[src/rtl/mesi_pkg.sv]
package mesi_pkg;

  typedef enum logic [1:0] {
    ST_INV = 2'd0,
    ST_SHR = 2'd1,
    ST_EXC = 2'd2,
    ST_MOD = 2'd3
  } mesi_state_e;

  typedef enum logic [2:0] {
    BC_NONE = 3'd0,
    BC_READ = 3'd1,
    BC_RDX  = 3'd2,
    BC_UPGR = 3'd3,
    BC_WB   = 3'd4
  } bus_cmd_e;

  typedef enum logic [1:0] {
    OP_RD  = 2'd0,
    OP_WR  = 2'd1,
    OP_EV  = 2'd2,
    OP_NOP = 2'd3
  } cpu_op_e;

  // control -> state store
  typedef struct packed {
    logic        setEn;     // write a new state into one line
    logic        useHit;    // 1: line is cpuLine, 0: line is the pending bus line
    mesi_state_e setState;
  } line_strobe_t;

  function automatic mesi_state_e snoopNext(mesi_state_e cur, bus_cmd_e cmd);
    mesi_state_e nxt;
    nxt = cur;
    case (cmd)
      BC_READ: nxt = (cur == ST_INV) ? ST_INV : ST_SHR;
      BC_RDX:  nxt = ST_INV;
      BC_UPGR: nxt = (cur == ST_SHR) ? ST_INV : cur;
      default: nxt = cur;
    endcase
    return nxt;
  endfunction

endpackage

[src/rtl/mesi_line_store.sv]
module mesi_line_store
  import mesi_pkg::*;
#(
  parameter int LINES = 4,
  parameter int IDX_W = 2
) (
  input  logic              clk,
  input  logic              rst_n,
  input  line_strobe_t      strb,
  input  logic [IDX_W-1:0]  cpuLine,
  input  logic [IDX_W-1:0]  pendLine,
  input  logic              snpValid,
  input  logic [2:0]        snpCmd,
  input  logic [IDX_W-1:0]  snpLine,
  output mesi_state_e       cpuState,
  output mesi_state_e       pendState,
  output logic              snpShared,
  output logic              snpFlush
);

  mesi_state_e lineState [LINES];
  bus_cmd_e    snpCmdE;
  logic [IDX_W-1:0] setLine;

  assign snpCmdE = bus_cmd_e'(snpCmd);
  assign setLine = strb.useHit ? cpuLine : pendLine;

  for (genvar i = 0; i < LINES; i++) begin : g_line
    logic snpHit;
    assign snpHit = snpValid && (snpLine == IDX_W'(i));
    always_ff @(posedge clk) begin
      if (!rst_n) begin
        lineState[i] <= ST_INV;
      end else if (snpHit) begin
        lineState[i] <= snoopNext(lineState[i], snpCmdE);
      end else if (strb.setEn && setLine == IDX_W'(i)) begin
        lineState[i] <= strb.setState;
      end
    end
  end

  assign cpuState  = lineState[cpuLine];
  assign pendState = lineState[pendLine];

  always_comb begin
    snpShared = 1'b0;
    snpFlush  = 1'b0;
    if (snpValid) begin
      snpShared = (snpCmdE == BC_READ) && (lineState[snpLine] != ST_INV);
      snpFlush  = (lineState[snpLine] == ST_MOD) &&
                  (snpCmdE == BC_READ || snpCmdE == BC_RDX);
    end
  end


  rdx_inval_chk: assert property (@(posedge clk) disable iff (!rst_n)
    snpValid && snpCmdE == BC_RDX |=> lineState[$past(snpLine)] == ST_INV);


  mod_read_to_shared_chk: assert property (@(posedge clk) disable iff (!rst_n)
    snpValid && snpCmdE == BC_READ && snpFlush |=> lineState[$past(snpLine)] == ST_SHR);


  shared_only_on_read_chk: assert property (@(posedge clk) disable iff (!rst_n)
    snpShared |-> snpValid && snpCmdE == BC_READ);

endmodule

[src/rtl/mesi_ctrl.sv]
module mesi_ctrl
  import mesi_pkg::*;
#(
  parameter int IDX_W       = 2,
  parameter bit USE_UPGRADE = 1'b1
) (
  input  logic              clk,
  input  logic              rst_n,
  input  logic              cpuValid,
  input  logic [1:0]        cpuOp,
  input  logic [IDX_W-1:0]  cpuLine,
  output logic              cpuReady,
  output logic              busReq,
  input  logic              busGrant,
  output logic [2:0]        busCmd,
  output logic [IDX_W-1:0]  busLine,
  input  logic              busDone,
  input  logic              busSharedIn,
  input  logic              snpValid,
  input  logic [IDX_W-1:0]  snpLine,
  input  mesi_state_e       cpuState,
  input  mesi_state_e       pendState,
  output line_strobe_t      strb
);

  typedef enum logic [1:0] {C_IDLE, C_REQ, C_XFER, C_DONE} ctrl_state_e;

  ctrl_state_e      ctrlState;
  bus_cmd_e         pendCmd, effCmd, needCmd;
  logic [IDX_W-1:0] pendLine;
  mesi_state_e      hitNext, doneNext;
  logic             clash, accept, hitAccept;

  // write-path miss on a Shared line: upgrade or full read-exclusive
  localparam bus_cmd_e SHR_WR_CMD = USE_UPGRADE ? BC_UPGR : BC_RDX;

  assign clash = snpValid && (snpLine == cpuLine);
  assign accept = (ctrlState == C_IDLE) && cpuValid && !clash;

  always_comb begin
    needCmd = BC_NONE;
    hitNext = cpuState;
    case (cpu_op_e'(cpuOp))
      OP_RD: if (cpuState == ST_INV) needCmd = BC_READ;
      OP_WR: begin
        case (cpuState)
          ST_MOD, ST_EXC: hitNext = ST_MOD;
          ST_SHR:         needCmd = SHR_WR_CMD;
          default:        needCmd = BC_RDX;
        endcase
      end
      OP_EV: begin
        if (cpuState == ST_MOD) needCmd = BC_WB;
        else                    hitNext = ST_INV;
      end
      default: hitNext = cpuState;
    endcase
  end

  assign hitAccept = accept && (needCmd == BC_NONE);

  // an upgrade whose line was snooped away must fetch the line again
  assign effCmd = (pendCmd == BC_UPGR && pendState == ST_INV) ? BC_RDX : pendCmd;

  always_comb begin
    case (effCmd)
      BC_READ:        doneNext = busSharedIn ? ST_SHR : ST_EXC;
      BC_RDX, BC_UPGR: doneNext = ST_MOD;
      default:        doneNext = ST_INV;
    endcase
  end

  always_ff @(posedge clk) begin
    if (!rst_n) begin
      ctrlState <= C_IDLE;
      pendCmd   <= BC_NONE;
      pendLine  <= '0;
    end else begin
      case (ctrlState)
        C_IDLE: if (accept && needCmd != BC_NONE) begin
          pendCmd   <= needCmd;
          pendLine  <= cpuLine;
          ctrlState <= C_REQ;
        end
        C_REQ: begin
          pendCmd <= effCmd;
          if (busGrant) ctrlState <= C_XFER;
        end
        C_XFER: if (busDone) ctrlState <= C_DONE;
        default: ctrlState <= C_IDLE;
      endcase
    end
  end

  assign cpuReady = hitAccept || (ctrlState == C_DONE);
  assign busReq   = (ctrlState == C_REQ);
  assign busCmd   = (ctrlState == C_REQ || ctrlState == C_XFER) ? effCmd : BC_NONE;
  assign busLine  = pendLine;

  always_comb begin
    strb.setEn    = hitAccept || (ctrlState == C_XFER && busDone);
    strb.useHit   = hitAccept;
    strb.setState = hitAccept ? hitNext : doneNext;
  end


  req_hold_chk: assert property (@(posedge clk) disable iff (!rst_n)
    busReq && !busGrant |=> busReq && $stable(busLine));


  no_ready_while_req_chk: assert property (@(posedge clk) disable iff (!rst_n)
    busReq |-> !cpuReady);


  upgr_only_shared_chk: assert property (@(posedge clk) disable iff (!rst_n)
    busReq && busCmd == BC_UPGR |-> pendState == ST_SHR);


  clash_no_update_chk: assert property (@(posedge clk) disable iff (!rst_n)
    cpuValid && clash |-> !(strb.setEn && strb.useHit));

endmodule

[src/rtl/mesi_line_ctrl.sv]
module mesi_line_ctrl
  import mesi_pkg::*;
#(
  parameter int  LINES       = 4,
  parameter bit  USE_UPGRADE = 1'b1,
  localparam int IDX_W       = (LINES > 1) ? $clog2(LINES) : 1
) (
  input  logic             clk,
  input  logic             rst_n,
  input  logic             cpuValid,
  output logic             cpuReady,
  input  logic [1:0]       cpuOp,
  input  logic [IDX_W-1:0] cpuLine,
  output logic             busReq,
  input  logic             busGrant,
  output logic [2:0]       busCmd,
  output logic [IDX_W-1:0] busLine,
  input  logic             busDone,
  input  logic             busSharedIn,
  input  logic             snpValid,
  input  logic [2:0]       snpCmd,
  input  logic [IDX_W-1:0] snpLine,
  output logic             snpShared,
  output logic             snpFlush
);

  line_strobe_t strb;
  mesi_state_e  cpuState, pendState;

  mesi_ctrl #(.IDX_W(IDX_W), .USE_UPGRADE(USE_UPGRADE)) ctrl_i (
    .clk, .rst_n, .cpuValid, .cpuOp, .cpuLine, .cpuReady,
    .busReq, .busGrant, .busCmd, .busLine, .busDone, .busSharedIn,
    .snpValid, .snpLine, .cpuState, .pendState, .strb
  );

  mesi_line_store #(.LINES(LINES), .IDX_W(IDX_W)) store_i (
    .clk, .rst_n, .strb, .cpuLine, .pendLine(busLine),
    .snpValid, .snpCmd, .snpLine, .cpuState, .pendState, .snpShared, .snpFlush
  );


  reset_idle_chk: assert property (@(posedge clk)
    !rst_n |=> !busReq && busCmd == 3'd0);

endmodule

[config.mk]
export PLATFORM = sky130hd
export DESIGN_NAME = mesi_line_ctrl
export DESIGN_NICKNAME = d
export VERILOG_FILES = /design/src/rtl/mesi_pkg.sv /design/src/rtl/mesi_line_store.sv /design/src/rtl/mesi_ctrl.sv /design/src/rtl/mesi_line_ctrl.sv
export SDC_FILE = /design/constraint.sdc
export NUM_CORES = 1
export LEC_CHECK = 0
export ABC_AREA = 1
export BUFFER_PORTS_ARGS = -buffer_cell sky130_fd_sc_hd__buf_2
export CAP_MARGIN = 40
export CORE_ASPECT_RATIO = 1.1
export CORE_UTILIZATION = 30
export CTS_CLUSTER_DIAMETER = 100
export DETAILED_ROUTE_END_ITERATION = 8
export PLACE_DENSITY = 0.49
export SLEW_MARGIN = 10
export SYNTH_ARGS = -nofsm -noshare
export SYNTH_HDL_FRONTEND = slang
export SYNTH_SLANG_ARGS = --single-unit
[constraint.sdc]
create_clock -name clk -period 1.8 [get_ports clk]
set_input_delay 0.18 -clock clk [delete_from_list [all_inputs] [get_ports clk]]
set_output_delay 0.18 -clock clk [all_outputs]
set_load 0.05 [all_outputs]
==> results of run 1 <==
-- worst max-delay path, stage by stage (launching register included) --
cell      delay [ns]
edfxtp_1        0.46
nand2_2         0.11
nand3_4         0.09
nand2_4         0.10
nor2_4          0.05
nand3_4         0.09
nand4_4         0.18
nand2_2         0.14
nand2_1         0.07
nor2_2          0.14
nand2_1         0.10
nand3_2         0.08
-- cells by family (layout without fill, tap and decap cells) --
kind of cell / count (synthesis) / after routing / synth area share
AND/OR/NAND/NOR: 131 / 131 / 0.402
flip-flops: 17 / 17 / 0.270
buffers and inverters: 49 / 117 / 0.124
AO/OA/AOI/OAI: 38 / 38 / 0.132
adder cells (fa/ha/maj): 9 / 9 / 0.0723
-- power breakdown --
part           switching [mW]  internal (mW)  leakage [nW]  total, mW
clock                   0.136          0.157        0.0228      0.293
combinational           0.682          0.454         0.960       1.14
sequential             0.0404          0.467         0.157      0.507
total                   0.858           1.08          1.14       1.94
-- cells in the mapped netlist (all sizes together) --
library cell,number
nand2,52
inv,47
nor2,35
nand3,32
o21ai,20
a21oi,13
dfxtp,9
ha,9
edfxtp,8
nand4,5
nor3,5
a22oi,2
o22ai,2
or2,2
buf,1
clkbuf,1
o211ai,1
-- layer usage --
| layer | wire length (um) | vias to the layer above |
|---|---|---|
| li1 | - | 928 |
| met3 | 157 | 10 |
| met1 | 2120 | 769 |
| met4 | 82 | 0 |
| met2 | 2290 | 41 |
| met5 | 0 | - |
-- through the flow --
stage / hold slack (ns) / power [mW] / utilization
final: 0.291 / 1.94 / 0.462
after global routing: 0.311 / 2.08 / 0.462
after CTS: 0.286 / 1.88 / 0.438
after detailed placement: 0.526 / 1.48 / 0.400
after global placement: 0.523 / 1.48 / 0.400
after floorplan: 0.318 / 1.13 / -
-- final cells by class --
class | count | area, um2
inverter | 47 | 179
multi-input combinational | 178 | 1120
timing repair buffer | 66 | 472
sequential | 17 | 420
fill | 531 | 2690
clock buffer | 4 | 45.0
tap | 58 | 72.6
-- timing repair --
action / CTS / global route
setup buffers: 3 / 4
hold buffers: 0 / 0
pin swaps: 16 / 17
endpoints found under the setup margin: 26 / 27
cloned: 0 / 0
resized for setup: 37 / 28
-- worst max path at each step --
stage	startpoint	end	slack [ns]	cells after the start
2_1_floorplan	ctrl_i.ctrlState[0]	store_i.lineState[1][0]	0.002	10
3_3_place_gp	store_i.lineState[3][0]	store_i.lineState[1][1]	-0.17	11
3_5_place_dp	store_i.lineState[3][0]	store_i.lineState[1][1]	-0.20	11
4_1_cts	store_i.lineState[0][0]	cpuReady	-0.10	9
5_1_grt	store_i.lineState[3][1]	store_i.lineState[0][1]	-0.18	13
6_report	store_i.lineState[3][1]	store_i.lineState[0][1]	-0.10	11
==> flow_metrics.env, run 1 <==
export IMPL_antenna_left=0
export IMPL_drc_errors=8
export IMPL_dp_hpwl_mm=3.61
export IMPL_max_freq_mhz=526
export IMPL_drtIter0Drc=68
export IMPL_violations="DRC, setup timing"
export IMPL_use_met1=0.224
export IMPL_grt_max_degree=15
export IMPL_use_met3=0.0182
export IMPL_holdPathStages=3
export IMPL_worst_setup_path_type="reg -> reg"
export IMPL_cts_htree_levels=1
export IMPL_dpl_worst_slack_ns=-0.203
export IMPL_die_w_um=70.7
export IMPL_rsz0062_at_grt="yes"
export IMPL_slew_viol_final=0
export IMPL_synth_top_area_frac=0.154
export IMPL_period_share=1.06
export IMPL_whs_endpoint="ctrl_i.ctrlState[1]"
export IMPL_met2_usage=0.293
export IMPL_die_y_um=77.6
export IMPL_drive_gt1_frac=0.397
export IMPL_core_area_um2=5000
export IMPL_hold_start="rst_n"
export IMPL_cp_max_fo=8
export IMPL_place_area_um2=2000
export IMPL_start_util=0.312
export IMPL_synth_seq_area_share=0.270
export IMPL_drt_vias_per_instance=4.72
export IMPL_min_period_ns=1.90
export IMPL_diodes=0
export IMPL_worstSetupEndpointType="flop"
export IMPL_synth_area_per_cell_um2=6.38
export IMPL_gp_congestion=0.828
export IMPL_ir_worst_vdd_uv=722
export IMPL_antenna_found_initial=0
export IMPL_vias=1748
export IMPL_p_per_area_nw_per_um2=838
export IMPL_dp_cells=359
export IMPL_area_delta_synth_final_pct=48.4
export IMPL_nets=338
export IMPL_mostFrequentLayoutCells="inv_1, buf_4, nand2_1, nor2_1"
export IMPL_grt_pass1_wl_mm=7.41
export IMPL_overflow=0
export IMPL_cts_buffers=3
export IMPL_synth_cell_types=25
export IMPL_clockRootBuffer="clkbuf_8"
export IMPL_maxCapViolations=0
export IMPL_arrival_ns=1.87
export IMPL_clkSlewWorstSetupHoldPaths_ns=0.07
export IMPL_power_leakage_nw=1.14
export IMPL_final_common_cell="inv_1"
export IMPL_cp_start_kind="flop"
export IMPL_die_area_um2=5480
export IMPL_r2r_start="store_i.lineState[3][1]"
export IMPL_wl_per_cell_um=12.6
export IMPL_synth_area_leaders="edfxtp_1, dfxtp_1, inv_1, nand2_1, nand3_1"
export IMPL_port_buffers=24
export IMPL_hold_viol=0
export IMPL_grtUsageTotal=0.171
export IMPL_crit_required_ns=1.77
export IMPL_synthCells=244
export IMPL_pin_count=25
export IMPL_yosys_area_top_type="edfxtp_1"
export IMPL_yosysWarnings=0
export IMPL_syn_cell_area_um2=1560
export IMPL_fin_cells=370
export IMPL_firstDrtPassIters=7
export IMPL_mappedNetlistNets=269
export IMPL_cts_tree="done"
export IMPL_clock_skew_ns=0.00927
export IMPL_placementRows=27
export IMPL_ys_ff_latch=17
export IMPL_timing_rr_end="store_i.lineState[0][1]"
export IMPL_status="complete, but fails checks"
export IMPL_tightest_slew_ns=0.422
export IMPL_cts_sinks=17
export IMPL_insertion_delay_ns=0.26
export IMPL_finalSetupTns_ns=-0.877
export IMPL_hold_path_class="in -> reg"
export IMPL_first_global_vias=1630
export IMPL_cts_buffer_depth=2
export IMPL_busiest_layer="met2"
export IMPL_ff2ff_path_depth=11
export IMPL_fin_ws_ns=-0.103
export IMPL_r2r_setup_slack_ns=-0.10
export IMPL_wirelength_mm=4.65
export IMPL_setup_violations=15
export IMPL_slew_headroom=0.717
export IMPL_stdcell_area_um2=2310
No activity file was read; power rests on OpenSTA's default activity.
==> run 2, diff against run 1 <==
Settings changed: ABC_AREA 1 to not set, CORE_UTILIZATION 30 to 40, PLACE_DENSITY 0.49 to 0.62.
==> run 2 against run 1 <==
Compared with the run above:
- the flow finishes with violations (setup timing)
- synthesized cell count is 23% lower
- global-route usage grew 5.7 points
- via count decreased by 0.69%
- power down 24%
- clock skew shrank 0.0021 ns
- sequential power is 12% lower
- register-to-register slack got worse by 0.35 ns
- sequential cell count unchanged
- sequential share of layout area fell by 1.2 points
- setup slack worse by 0.36 ns
- final cell count decreased by 15%
- area after synthesis rose by 5.5%
==> flow_metrics.env, run 2 <==
export IMPL_status="complete, but fails checks"
export IMPL_violations="setup timing"
export IMPL_synth_seq_area_share=0.256
export IMPL_drc_errors=0
export IMPL_met2_usage=0.389
export IMPL_synth_edf_count=8
export IMPL_ys_ff_latch=17
export IMPL_antenna_left=0
export IMPL_wirelength_mm=4.87
export IMPL_syn_cell_area_um2=1640
export IMPL_synth_flop_cell="dfxtp_1"
export IMPL_first_global_vias=1663
export IMPL_clockRootBuffer="clkbuf_8"
export IMPL_hold_path_class="in -> reg"
export IMPL_cts_buffer_depth=2
export IMPL_r2r_setup_slack_ns=-0.45
export IMPL_fin_cells=314
export IMPL_insertion_delay_ns=0.26
export IMPL_hold_ws_ns=0.424
export IMPL_hold_start="rst_n"
export IMPL_fill_cells=357
export IMPL_whs_endpoint="ctrl_i.pendCmd[0]"
export IMPL_die_y_um=69.2
export IMPL_drt_vias_per_instance=5.53
export IMPL_clock_skew_ns=0.00716
export IMPL_diodes=0
export IMPL_nets=288
export IMPL_cts_htree_levels=1
export IMPL_crit_family="multiplexers"
export IMPL_holdPathStages=4
export IMPL_fin_ws_ns=-0.459
export IMPL_worstSetupEndpointType="primary output"
export IMPL_placementRows=24
export IMPL_arrival_ns=2.08
export IMPL_antenna_found_initial=0
export IMPL_ff2ff_path_depth=7
export IMPL_p_per_area_nw_per_um2=599
export IMPL_max_stage_delay_ns=0.43
export IMPL_synth_common_cells="inv_1, a21oi_1, nor2_1"
export IMPL_dpl_worst_slack_ns=-0.423
export IMPL_period_share=1.26
export IMPL_synth_cell_types=55
export IMPL_yosysMostFrequentCell="inv_1"
export IMPL_r2r_start="store_i.lineState[0][0]"
export IMPL_core_area_um2=3960
export IMPL_gp_congestion=0.894
export IMPL_cp_common_cell="mux2_4"
export IMPL_maxCapViolations=0
export IMPL_setup_violations=29
export IMPL_max_freq_mhz=443
export IMPL_dp_hpwl_mm=3.76
export IMPL_die_w_um=63.1
export IMPL_die_area_um2=4370
export IMPL_ir_worst_vdd_uv=366
export IMPL_crit_path_start="store_i.lineState[0][0]"
export IMPL_timing_rr_end="store_i.lineState[2][1]"
export IMPL_synth_area_leaders="edfxtp_1, dfxtp_1, ha_1, mux4_2, a21oi_1"
export IMPL_wl_per_cell_um=15.5
export IMPL_mostFrequentLayoutCells="buf_4, buf_2, inv_1, nand2_1, nand3_1"
export IMPL_mappedNetlistNets=213
export IMPL_overflow=0
export IMPL_busiest_layer="met2"
export IMPL_dp_cells=303
export IMPL_start_util=0.414
export IMPL_worst_setup_path_type="reg -> out"
export IMPL_pin_count=25
export IMPL_synth_top_area_frac=0.146
export IMPL_yosys_area_top_type="edfxtp_1"
export IMPL_slew_viol_final=0
export IMPL_final_common_cell="buf_4"
export IMPL_rsz0062_at_grt="yes"
export IMPL_final_core_util=0.622
export IMPL_grt_max_degree=13
export IMPL_slew_headroom=0.612
export IMPL_drive_gt1_frac=0.477
export IMPL_cp_start_kind="flop"
export IMPL_hold_viol=0
export IMPL_async_flop_share=0
export IMPL_use_met3=0.0148
export IMPL_drtIter0Drc=109
export IMPL_cts_tree="done"
export IMPL_cts_buffers=3
export IMPL_cts_sinks=17
export IMPL_port_buffers=24
export IMPL_cp_max_fo=6
export IMPL_power_leakage_nw=1.03
export IMPL_synthCells=188
export IMPL_firstDrtPassIters=4
export IMPL_area_delta_synth_final_pct=50.2
export IMPL_clkSlewWorstSetupHoldPaths_ns=0.07
export IMPL_min_period_ns=2.26
export IMPL_tightest_slew_ns=0.581
export IMPL_cp_cell_sequence="mux2_4 -> mux2_4 -> a22oi_4 -> o21ai_4 -> buf_6 -> nand2b_4 -> buf_8"
export IMPL_synth_area_per_cell_um2=8.74
export IMPL_grtUsageTotal=0.228
export IMPL_cp_num_buf_inv=2
export IMPL_grt_pass1_wl_mm=7.76
export IMPL_crit_required_ns=1.62
export IMPL_vias=1736
export IMPL_cpMaxStageDelayCell="edfxtp_1"
export IMPL_use_met1=0.296
export IMPL_yosysWarnings=0
-- run 2: cell types whose count changed after synthesis, sizes merged, moves of 5 or more --
cell | previous run | this run
nand2 | 52 | 12
nor2 | 35 | 13
nand3 | 32 | 11
inv | 47 | 15
mux2i | 0 | 7
o21ai | 20 | 13
nand2b | 0 | 5
-- run 2: worst max-delay path by stage --
stage,depth (start not counted),endpoint,slack (ns)
after global placement,6,store_i.lineState[1][1],-0.39
final,7,cpuReady,-0.46
after CTS,7,cpuReady,-0.39
after detailed placement,7,store_i.lineState[2][1],-0.42
after global routing,7,cpuReady,-0.50
after floorplan,7,store_i.lineState[1][0],-0.32
-- run 2: layout make-up --
cell class	instances	area, um2	share of cell area
multi-input combinational	149	1310	0.531
timing repair buffer	76	563	0.228
sequential	17	420	0.170
tap	52	65.1	0.0264
inverter	16	61.3	0.0248
clock buffer	3	41.3	0.0167
clock inverter	1	5.00	0.00203
-- run 2: layer usage --
layer	wire, um	vias up
met5	0	-
met1	2130	828
met4	125	0
met3	161	14
li1	-	848
met2	2450	46
-- run 2: kinds of logic after synthesis --
family,count (synthesis),share of synthesized area
AND/OR/NAND/NOR,68,0.231
AO/OA/AOI/OAI,55,0.244
buffers and inverters,22,0.0617
flip-flops,17,0.256
multiplexers,14,0.123
adder cells (fa/ha/maj),9,0.0685
XOR/XNOR,3,0.0160
-- run 2: per-stage QoR --
step	cell area (um2)	setup TNS (ns)	total power, mW
finish	2470	-9.79	1.48
global route	2470	-11.26	1.55
CTS	2380	-8.13	1.43
detailed placement	2170	-8.78	1.06
global placement	2170	-8.26	1.06
floorplan	1690	-5.12	0.813
-- run 2: power by group --
| part | leakage [nW] | switching (mW) | total (mW) | internal, mW |
|---|---|---|---|---|
| registers | 0.156 | 0.0166 | 0.446 | 0.430 |
| logic | 0.850 | 0.383 | 0.737 | 0.354 |
| clock network | 0.0255 | 0.141 | 0.295 | 0.154 |
| total | 1.03 | 0.541 | 1.48 | 0.937 |
-- run 2: worst reg2reg max path: stages (launching register included) --
cell and delay (ns):
edfxtp_1 0.43, mux2_4 0.31, mux2_4 0.29, a22oi_4 0.33, o21ai_4 0.12, buf_12 0.17
mux2i_4 0.19, nor3b_2 0.17
-- run 2: repair_timing --
item / 4_1_cts / 5_1_grt
hold buffers: 0 / 0
setup buffers: 8 / 4
endpoints found under the setup margin: 29 / 29
gates resized for setup: 25 / 16
pin swaps: 6 / 9
cloned: 0 / 0
